File: config.mk
export PLATFORM = sky130hd
export DESIGN_NAME = dc_recon
export DESIGN_NICKNAME = d
export VERILOG_FILES = /design/src/rtl/dc_recon_pkg.sv /design/src/rtl/dc_dequant.sv /design/src/rtl/dc_row_clip.sv /design/src/rtl/dc_recon.sv
export SDC_FILE = /design/constraint.sdc
export NUM_CORES = 1
export LEC_CHECK = 0
export BUFFER_PORTS_ARGS = -buffer_cell sky130_fd_sc_hd__clkbuf_2
export CAP_MARGIN = 20
export CORE_ASPECT_RATIO = 1.2
export CORE_MARGIN = 2
export CORE_UTILIZATION = 47
export CTS_CLUSTER_DIAMETER = 150
export DETAILED_ROUTE_END_ITERATION = 12
export PLACE_DENSITY = 0.63
export SETUP_SLACK_MARGIN = 0.4
export SYNTH_ARGS = -nofsm -noshare
export SYNTH_HDL_FRONTEND = slang
export SYNTH_SLANG_ARGS = --single-unit
export TNS_END_PERCENT = 10
File: constraint.sdc
create_clock -name clk -period 28.8 [get_ports clk]
set_input_delay 2.88 -clock clk [delete_from_list [all_inputs] [get_ports clk]]
set_output_delay 2.88 -clock clk [all_outputs]
set_load 0.05 [all_outputs]
File: src/rtl/dc_recon_pkg.sv
package dc_recon_pkg;
  typedef enum logic [1:0] {
    ST_IDLE,
    ST_CALC,
    ST_RUN,
    ST_DRAIN
  } seq_state_t;

  localparam int DC_W   = 16;
  localparam int OUT_SH = 6;
  localparam int SH_4X4 = 4;
  localparam int SH_8X8 = 6;
endpackage

File: src/rtl/dc_dequant.sv
module dc_dequant
  import dc_recon_pkg::*;
#(
  parameter int COEF_W = 16,
  parameter int QP_W   = 4,
  parameter int IDX_W  = 5,
  parameter int RES_W  = 11
) (
  input  logic                     clk,
  input  logic                     rst,
  input  logic                     load,
  input  logic                     finish,
  input  logic                     is8,
  input  logic [IDX_W-1:0]         first_idx,
  input  logic signed [COEF_W-1:0] coef,
  input  logic [COEF_W-1:0]        scale,
  input  logic [COEF_W-1:0]        weight,
  input  logic [QP_W-1:0]          qp_shift,
  input  logic signed [COEF_W-1:0] alt_dc,
  output logic signed [RES_W-1:0]  resid
);
  localparam int PROD_W = 2 * COEF_W;
  localparam int AW     = PROD_W + 1;
  localparam logic signed [AW-1:0] SAT_HI =
    {{(AW-COEF_W+1){1'b0}}, {(COEF_W-1){1'b1}}};
  localparam logic signed [AW-1:0] SAT_LO =
    {{(AW-COEF_W+1){1'b1}}, {(COEF_W-1){1'b0}}};
  localparam logic signed [AW-1:0] ADD_4 = AW'(1) <<< (SH_4X4 - 1);
  localparam logic signed [AW-1:0] ADD_8 = AW'(1) <<< (SH_8X8 - 1);
  localparam logic signed [COEF_W:0] ADD_OUT = (COEF_W+1)'(1) <<< (OUT_SH - 1);

  // stage 1: product and left shift
  logic [PROD_W-1:0]        sw_full;
  logic signed [COEF_W-1:0] sw_trunc;
  logic signed [PROD_W-1:0] prod;
  logic signed [PROD_W-1:0] prod_sh;

  always_comb begin
    sw_full  = PROD_W'(scale) * PROD_W'(weight);
    sw_trunc = $signed(sw_full[COEF_W-1:0]);
    prod     = PROD_W'(coef) * PROD_W'(sw_trunc);
    prod_sh  = prod <<< qp_shift;
  end

  logic signed [PROD_W-1:0] acc_q;
  logic                     is8_q;
  logic                     use_alt_q;
  logic signed [COEF_W-1:0] alt_q;

  always_ff @(posedge clk) begin
    if (rst) begin
      acc_q     <= '0;
      is8_q     <= 1'b0;
      use_alt_q <= 1'b0;
      alt_q     <= '0;
    end else if (load) begin
      acc_q     <= prod_sh;
      is8_q     <= is8;
      use_alt_q <= !is8 && (first_idx == IDX_W'(1));
      alt_q     <= alt_dc;
    end
  end

  // stage 2: rounding shift, saturation, residual rounding
  logic signed [AW-1:0]     rnd;
  logic signed [AW-1:0]     shr;
  logic signed [COEF_W-1:0] dc_sat;
  logic signed [COEF_W-1:0] dc_sel;
  logic signed [COEF_W:0]   rsum;
  logic signed [RES_W-1:0]  resid_next;

  always_comb begin
    rnd = {acc_q[PROD_W-1], acc_q} + (is8_q ? ADD_8 : ADD_4);
    shr = is8_q ? (rnd >>> SH_8X8) : (rnd >>> SH_4X4);
    if (shr > SAT_HI)      dc_sat = SAT_HI[COEF_W-1:0];
    else if (shr < SAT_LO) dc_sat = SAT_LO[COEF_W-1:0];
    else                   dc_sat = shr[COEF_W-1:0];
    dc_sel     = use_alt_q ? alt_q : dc_sat;
    rsum       = {dc_sel[COEF_W-1], dc_sel} + ADD_OUT;
    resid_next = RES_W'(rsum >>> OUT_SH);
  end

  always_ff @(posedge clk) begin
    if (rst)         resid <= '0;
    else if (finish) resid <= resid_next;
  end
endmodule

File: src/rtl/dc_row_clip.sv
module dc_row_clip #(
  parameter int PIX_W  = 8,
  parameter int WIDE   = 8,
  parameter int NARROW = 4,
  parameter int RES_W  = 11
) (
  input  logic signed [RES_W-1:0] resid,
  input  logic                    narrow,
  input  logic [WIDE*PIX_W-1:0]   row_in,
  output logic [WIDE*PIX_W-1:0]   row_out
);
  localparam int BASE_W = (RES_W > PIX_W + 1) ? RES_W : PIX_W + 1;
  localparam int SUM_W  = BASE_W + 1;
  localparam logic signed [SUM_W-1:0] MAXV = SUM_W'((1 << PIX_W) - 1);

  for (genvar c = 0; c < WIDE; c++) begin : g_lane
    logic signed [SUM_W-1:0] sum;
    logic [PIX_W-1:0]        clip;
    always_comb begin
      sum = SUM_W'(resid) + SUM_W'($signed({1'b0, row_in[c*PIX_W +: PIX_W]}));
      if (sum[SUM_W-1])  clip = '0;
      else if (sum > MAXV) clip = '1;
      else               clip = sum[PIX_W-1:0];
    end
    if (c < NARROW) begin : g_always
      assign row_out[c*PIX_W +: PIX_W] = clip;
    end else begin : g_wide_only
      assign row_out[c*PIX_W +: PIX_W] = narrow ? '0 : clip;
    end
  end
endmodule

File: src/rtl/dc_recon.sv
module dc_recon
  import dc_recon_pkg::*;
#(
  parameter int PIX_W  = 8,
  parameter int WIDE   = 8,
  parameter int NARROW = 4,
  parameter int COEF_W = 16,
  parameter int QP_W   = 4,
  parameter int IDX_W  = 5
) (
  input  logic                   clk,
  input  logic                   rst,
  input  logic                   start,
  input  logic                   blk8,
  input  logic [IDX_W-1:0]       first_idx,
  input  logic [COEF_W-1:0]      coef,
  input  logic [COEF_W-1:0]      scale,
  input  logic [COEF_W-1:0]      weight,
  input  logic [QP_W-1:0]        qp_shift,
  input  logic [COEF_W-1:0]      alt_dc,
  input  logic                   pred_valid,
  output logic                   pred_ready,
  input  logic [WIDE*PIX_W-1:0]  pred_row,
  output logic                   out_valid,
  input  logic                   out_ready,
  output logic [WIDE*PIX_W-1:0]  out_row,
  output logic                   done
);
  localparam int RES_W = COEF_W - OUT_SH + 1;
  localparam int CNT_W = (WIDE > 1) ? $clog2(WIDE) : 1;

  seq_state_t               st;
  logic                     blk8_q;
  logic [CNT_W-1:0]         row_cnt;
  logic                     last_row;
  logic                     start_fire;
  logic                     pred_fire;
  logic                     out_fire;
  logic signed [RES_W-1:0]  resid;
  logic [WIDE*PIX_W-1:0]    clip_row;

  assign start_fire = start && (st == ST_IDLE);
  assign pred_ready = (st == ST_RUN) && (!out_valid || out_ready);
  assign pred_fire  = pred_valid && pred_ready;
  assign out_fire   = out_valid && out_ready;
  assign last_row   = row_cnt == (blk8_q ? CNT_W'(WIDE - 1) : CNT_W'(NARROW - 1));

  dc_dequant #(
    .COEF_W(COEF_W), .QP_W(QP_W), .IDX_W(IDX_W), .RES_W(RES_W)
  ) dq_i (
    .clk(clk), .rst(rst),
    .load(start_fire), .finish(st == ST_CALC),
    .is8(blk8), .first_idx(first_idx),
    .coef($signed(coef)), .scale(scale), .weight(weight),
    .qp_shift(qp_shift), .alt_dc($signed(alt_dc)),
    .resid(resid)
  );

  dc_row_clip #(
    .PIX_W(PIX_W), .WIDE(WIDE), .NARROW(NARROW), .RES_W(RES_W)
  ) clip_i (
    .resid(resid), .narrow(!blk8_q),
    .row_in(pred_row), .row_out(clip_row)
  );

  always_ff @(posedge clk) begin
    if (rst) begin
      st        <= ST_IDLE;
      blk8_q    <= 1'b0;
      row_cnt   <= '0;
      out_valid <= 1'b0;
      out_row   <= '0;
      done      <= 1'b0;
    end else begin
      done <= 1'b0;
      if (out_fire) out_valid <= 1'b0;
      if (pred_fire) begin
        out_valid <= 1'b1;
        out_row   <= clip_row;
      end
      case (st)
        ST_IDLE: if (start_fire) begin
          blk8_q  <= blk8;
          row_cnt <= '0;
          st      <= ST_CALC;
        end
        ST_CALC: st <= ST_RUN;
        ST_RUN: if (pred_fire) begin
          row_cnt <= row_cnt + 1'b1;
          if (last_row) st <= ST_DRAIN;
        end
        ST_DRAIN: if (out_fire) begin
          st   <= ST_IDLE;
          done <= 1'b1;
        end
        default: st <= ST_IDLE;
      endcase
    end
  end
endmodule

; Yosys cells after proc, flatten, opt, wreduce, memory -nomap -nowiden
; Index checks and enable logic that the tools add are counted.
[word_totals]
regBits = 133
output_inout_bits = 67
elab_cells = 97
[op_classes]
add_sub_neg = 11
mul = 2
order_cmp = 10
n_eq_ne = 9
shifts = 1
mux = 37
n_bitwise = 1
reduce_logical = 15
[op_table]
columns = op, n
row1 = $mux 8, 20
row2 = $add 11x9->12, 8
row3 = $gt 12x9->1 const B, 8
row4 = $mux 16, 3
row5 = $add 32x7->33, 1
row6 = $mul 16x16->32, 1
row7 = $sshl 32x4->32, 1
row8 = $gt 29x16->1 const B, 1
row9 = $lt 29x16->1 const B, 1
row10 = $mux 28, 1
row11 = $add 16x7->17 const B, 1
row12 = $mul 16x16->16, 1
row13 = $mux 3, 3
row14 = $mux 2, 4
row15 = $pmux 2 s4, 1
row16 = $mux 6, 1
row17 = $ne 2x2->1 const B, 3
row18 = $pmux 3 s2, 1
row19 = $eq 5x1->1 const B, 1
row20 = $logic_and 1x1->1, 5
row21 = $eq 2x2->1 const B, 2
row22 = $reduce_and 4->1, 1
row23 = $reduce_bool 2->1, 2
row24 = $add 3x1->3 const B, 1
row25 = 11 further kinds, 14

; Depth between registers and ports, before layout
[logic_depth]
depth_word = 8
ltp_mapped = 48

; By module
; Synthesis repeated with hierarchy kept, for this count alone.
[unflattened]
cells_unflattened = 3098
hier_area_um2 = 25082.8
[modules_own_cells]
columns = module, n_inst, cells_each, area_per_inst_um2
row1 = dc_dequant, 1, 2245, 18724.2
row2 = dc_row_clip, 1, 524, 3702.3
row3 = dc_recon, 1, 329, 2656.3

; Worst setup path after synthesis
; No wires, ideal clock.
[synth_path]
path_type = input to register
from = input port scale[0]
to = register dq_i.acc_q[25]
setup_time_ps = 123
t_arrival_ps = 14017
t_required_ps = 28677
slack_ps = 14660
cell_stages = 46
path_buffers = 5
cell_sequence = clkbuf_1 clkbuf_1 nand2_1 fa_1 fa_1 inv_1 ha_1 fa_1 ha_1 inv_1 fa_1 inv_1 ha_1 a21boi_0 o21ai_0 a21boi_0 o21ai_0 a21boi_0 (+10 left out) fa_1 inv_1 fa_1 inv_1 ha_1 clkbuf_1 a21o_1 a21oi_1 o21ai_0 or2_2 clkbuf_1 a31o_2 xor2_1 mux4_2 and2_1 a211o_1 o21ai_0 o21ai_0
[synth_between]
elab_chain_cells = 3
[synth_lines]
columns = element, line
row1 = "start, declared", dc_recon.sv:17  ; input logic [COEF_W-1:0] scale,
row2 = $mul 16x16->16, dc_dequant.sv:39  ; sw_full = PROD_W'(scale) * PROD_W'(weight);
row3 = $mul 16x16->32, dc_dequant.sv:41  ; prod = PROD_W'(coef) * PROD_W'(sw_trunc);
row4 = $sshl 32x4->32, dc_dequant.sv:42  ; prod_sh = prod <<< qp_shift;
row5 = "end signal, assigned", dc_dequant.sv:57  ; acc_q <= prod_sh;
row6 = "end, declared", dc_dequant.sv:45  ; logic signed [PROD_W-1:0] acc_q;
; Every way passes these cells.
; A chain may end at the register's enable or synchronous reset.

; Worst setup path after layout
[layout_path]
from = input port scale[0]
to = register dq_i.acc_q[30]
; The elaborated chain is that of the path after synthesis.

==> flow_summary.json <==
{
  "synthSimpleGateAreaFrac": 0.189,
  "fin_nets": 3711,
  "drive_above_1_share": 0.104,
  "die_w_um": 210,
  "post-route-min-period_ps": 14560,
  "critPathKind": "in -> reg",
  "grt_pass1_wl_mm": 101,
  "crit_path_max_incr_delay_ps": 700,
  "crit_slowest_cell": "or4b_2",
  "grt_overflow": 0,
  "routedWlPerCell_um": 16.5,
  "placed_area_um2": 25400,
  "cp_common_cell": "fa_1",
  "ctsResizeCount": 0,
  "clkSinkCount": 124,
  "grt_util_all_layers": 0.236,
  "worstMarginPinSlew_ps": 992,
  "cts_buffers": 17,
  "tritoncts": "done",
  "rows": 90,
  "clk_pin_slew_ps": 60,
  "r2r_slack_ps": 23870,
  "grt_start_max_net_pins": 69,
  "status": "completed",
  "arrival_ps": 14920,
  "timing.fmax_ghz": 0.0687,
  "maxCapViolCount": 0,
  "ant_nets": 0,
  "setup_viol": 0,
  "syn_nets": 3593,
  "h-tree-depth": 4,
  "io_buffers": 204,
  "required_ps": 29160,
  "syn_to_final_growth_pct": 8.87,
  "finalInstanceArea_um2": 26000,
  "vias": 20018,
  "core_um2": 50200,
  "post-route-period-util": 0.505,
  "synthArstFlopShare": 0,
  "ios": 210,
  "place_congestion": 0.875,
  "synth_compound_area_frac": 0.132,
  "via_per_inst": 5.44,
  "synth_mux_area_frac": 0.0244,
  "antenna_found_initial": 5,
  "insertion_delay_ps": 440,
  "clk_path_buf_depth": 2,
  "hold_viol_final": 0,
  "postCtsSetupBuffers": 0,
  "synth_xor_area_frac": 0.0528,
  "netlist_area_um2": 23900,
  "die_y_um": 251,
  "first_pass_iters": 5,
  "setup_tns_ps": 0,
  "avgSynthCellArea_um2": 8.25,
  "synth_top_family_by_area": "adder cells",
  "ys.flop_type": "dfxtp_1",
  "hold_class": "reg -> reg",
  "path_max_fanout": 31,
  "clockRootBuffer": "clkbuf_16",
  "cp-end-kind": "register",
  "remaining_drc_errors": 0,
  "drt_iter0_drc": 911,
  "synthAdderAreaFrac": 0.400,
  "routed_wl_mm": 60.8,
  "synthCells": 2897,
  "synth_edf_count": 0,
  "initial_utilization": 0.476,
  "fillerInstances": 4885,
  "die-area_um2": 52700,
  "ys_types": 90,
  "start_kind": "input pin",
  "fin_skew_ps": 14.7,
  "final_max_slew_viol_count": 0,
  "rsz0062_at_grt": "no",
  "cts_hold_buf": 0,
  "ys_seq_elements": 124,
  "dp_hpwl_mm": 49.9,
  "yosysWarnings": 0,
  "ys_seq_area_frac": 0.104,
  "grt_pass1_vias": 20927,
  "maxSlewHeadroom": 0.336
}
## cell usage after synthesis, drive strengths merged, types with 13 or more instances
cell type / count / area [µm²]
nor2b: 13 / 81.3
ha: 202 / 2530
nand2b: 28 / 175
clkbuf: 102 / 383
a211oi: 21 / 163
a21oi: 148 / 744
fa: 351 / 7030
mux2i: 38 / 380
xnor2: 95 / 832
nand3: 39 / 200
and3: 26 / 163
o211ai: 16 / 120
dfxtp: 124 / 2480
xor2: 49 / 429
nor3: 62 / 315
buf: 25 / 119
nand2: 347 / 1300
and2: 159 / 995
or2: 13 / 81.3
a21o: 50 / 375
o21bai: 34 / 255
o21ai: 120 / 601
inv: 487 / 1830
nor2: 165 / 632
nand4: 18 / 155
## cells by family after synthesis
kind of cell,Yosys count
buffers and inverters,615
adders and majority gates,553
DFF,124
xor gates and xnor gates,144
and+or+nand+nor,917
muxes,51
AOI/OAI and AO/OA,493
## through the flow
step	util	setup WS, ps	hold WS [ps]	cells
6_report	0.518	14240	451	3677
5_1_grt	0.518	13600	473	3677
4_1_cts	0.518	14210	455	3671
3_5_place_dp	0.506	13810	443	3639
3_3_place_gp	0.506	13870	437	3639
2_1_floorplan	-	14660	433	2897
## path summary, 6_finish.rpt
| kind | from | endpoint | depth (start not counted) |
|---|---|---|---|
| max | scale[0] | dq_i.acc_q[30]$_SDFFE_PP0P_ | 46 |
| min reg2reg | out_row[40]$_SDFFE_PP0P_ | out_row[40]$_SDFFE_PP0P_ | 2 |
| min | out_row[40]$_SDFFE_PP0P_ | out_row[40]$_SDFFE_PP0P_ | 2 |
| max reg2reg | blk8_q$_SDFFE_PP0P_ | dq_i.resid[7]$_SDFFE_PP0N_ | 17 |
## per-layer routing
| layer | track usage | share of wire | up-vias |
|---|---|---|---|
| li1 | - | - | 9568 |
| met1 | 0.285 | 0.41 | 9842 |
| met2 | 0.433 | 0.52 | 493 |
| met3 | 0.0217 | 0.039 | 115 |
| met4 | 0.0888 | 0.031 | 0 |
| met5 | 0 | 0 | - |
## registers in the layout, summed over array words and instances, names as in the netlist
signal / flops
out_row: 64
dq_i.acc_q: 29
dq_i.alt_q: 11
dq_i.resid: 11
row_cnt: 3
st: 2
blk8_q: 1
done: 1
dq_i.use_alt_q: 1
out_valid: 1
## layout make-up
cell class,count,area [µm²],share of cell area
clock buffers,20,447,0.0172
clock inverters,12,140,0.00539
diodes,5,12.5,0.000481
multi-input cells,2158,19100,0.734
repair buffers,226,1190,0.0459
inverters,488,1830,0.0704
flip-flops and latches,124,2480,0.0954
well taps,644,806,0.0310
## worst max-delay path: cells and delay by family
family,cells,cell delay (ps)
AO/OA/AOI/OAI,17,3190
buffers and inverters,9,880
AND/OR/NAND/NOR,5,1410
adder cells (fa/ha/maj),14,6440
XOR/XNOR,1,100
## cell usage in the layout (no fill, tap or decap), drive strengths merged, types with 9 or more instances in the layout
cell,synthesis,routed
inv,487,489
fa,351,351
nand2,347,347
clkbuf,102,224
ha,202,202
nor2,165,165
and2,159,159
a21oi,148,148
dfxtp,124,124
o21ai,120,120
xnor2,95,95
nor3,62,62
a21o,50,50
xor2,49,49
nand3,39,39
mux2i,38,38
o21bai,34,34
nand2b,28,28
and3,26,26
buf,25,22
a211oi,21,21
nand4,18,18
o211ai,16,16
nor2b,13,13
or2,13,13
nor4,11,11
a221oi,9,9
Power is left out: the tool's default activity adds up to more than one toggle a clock period on the data nets, which glitch-free logic cannot reach.
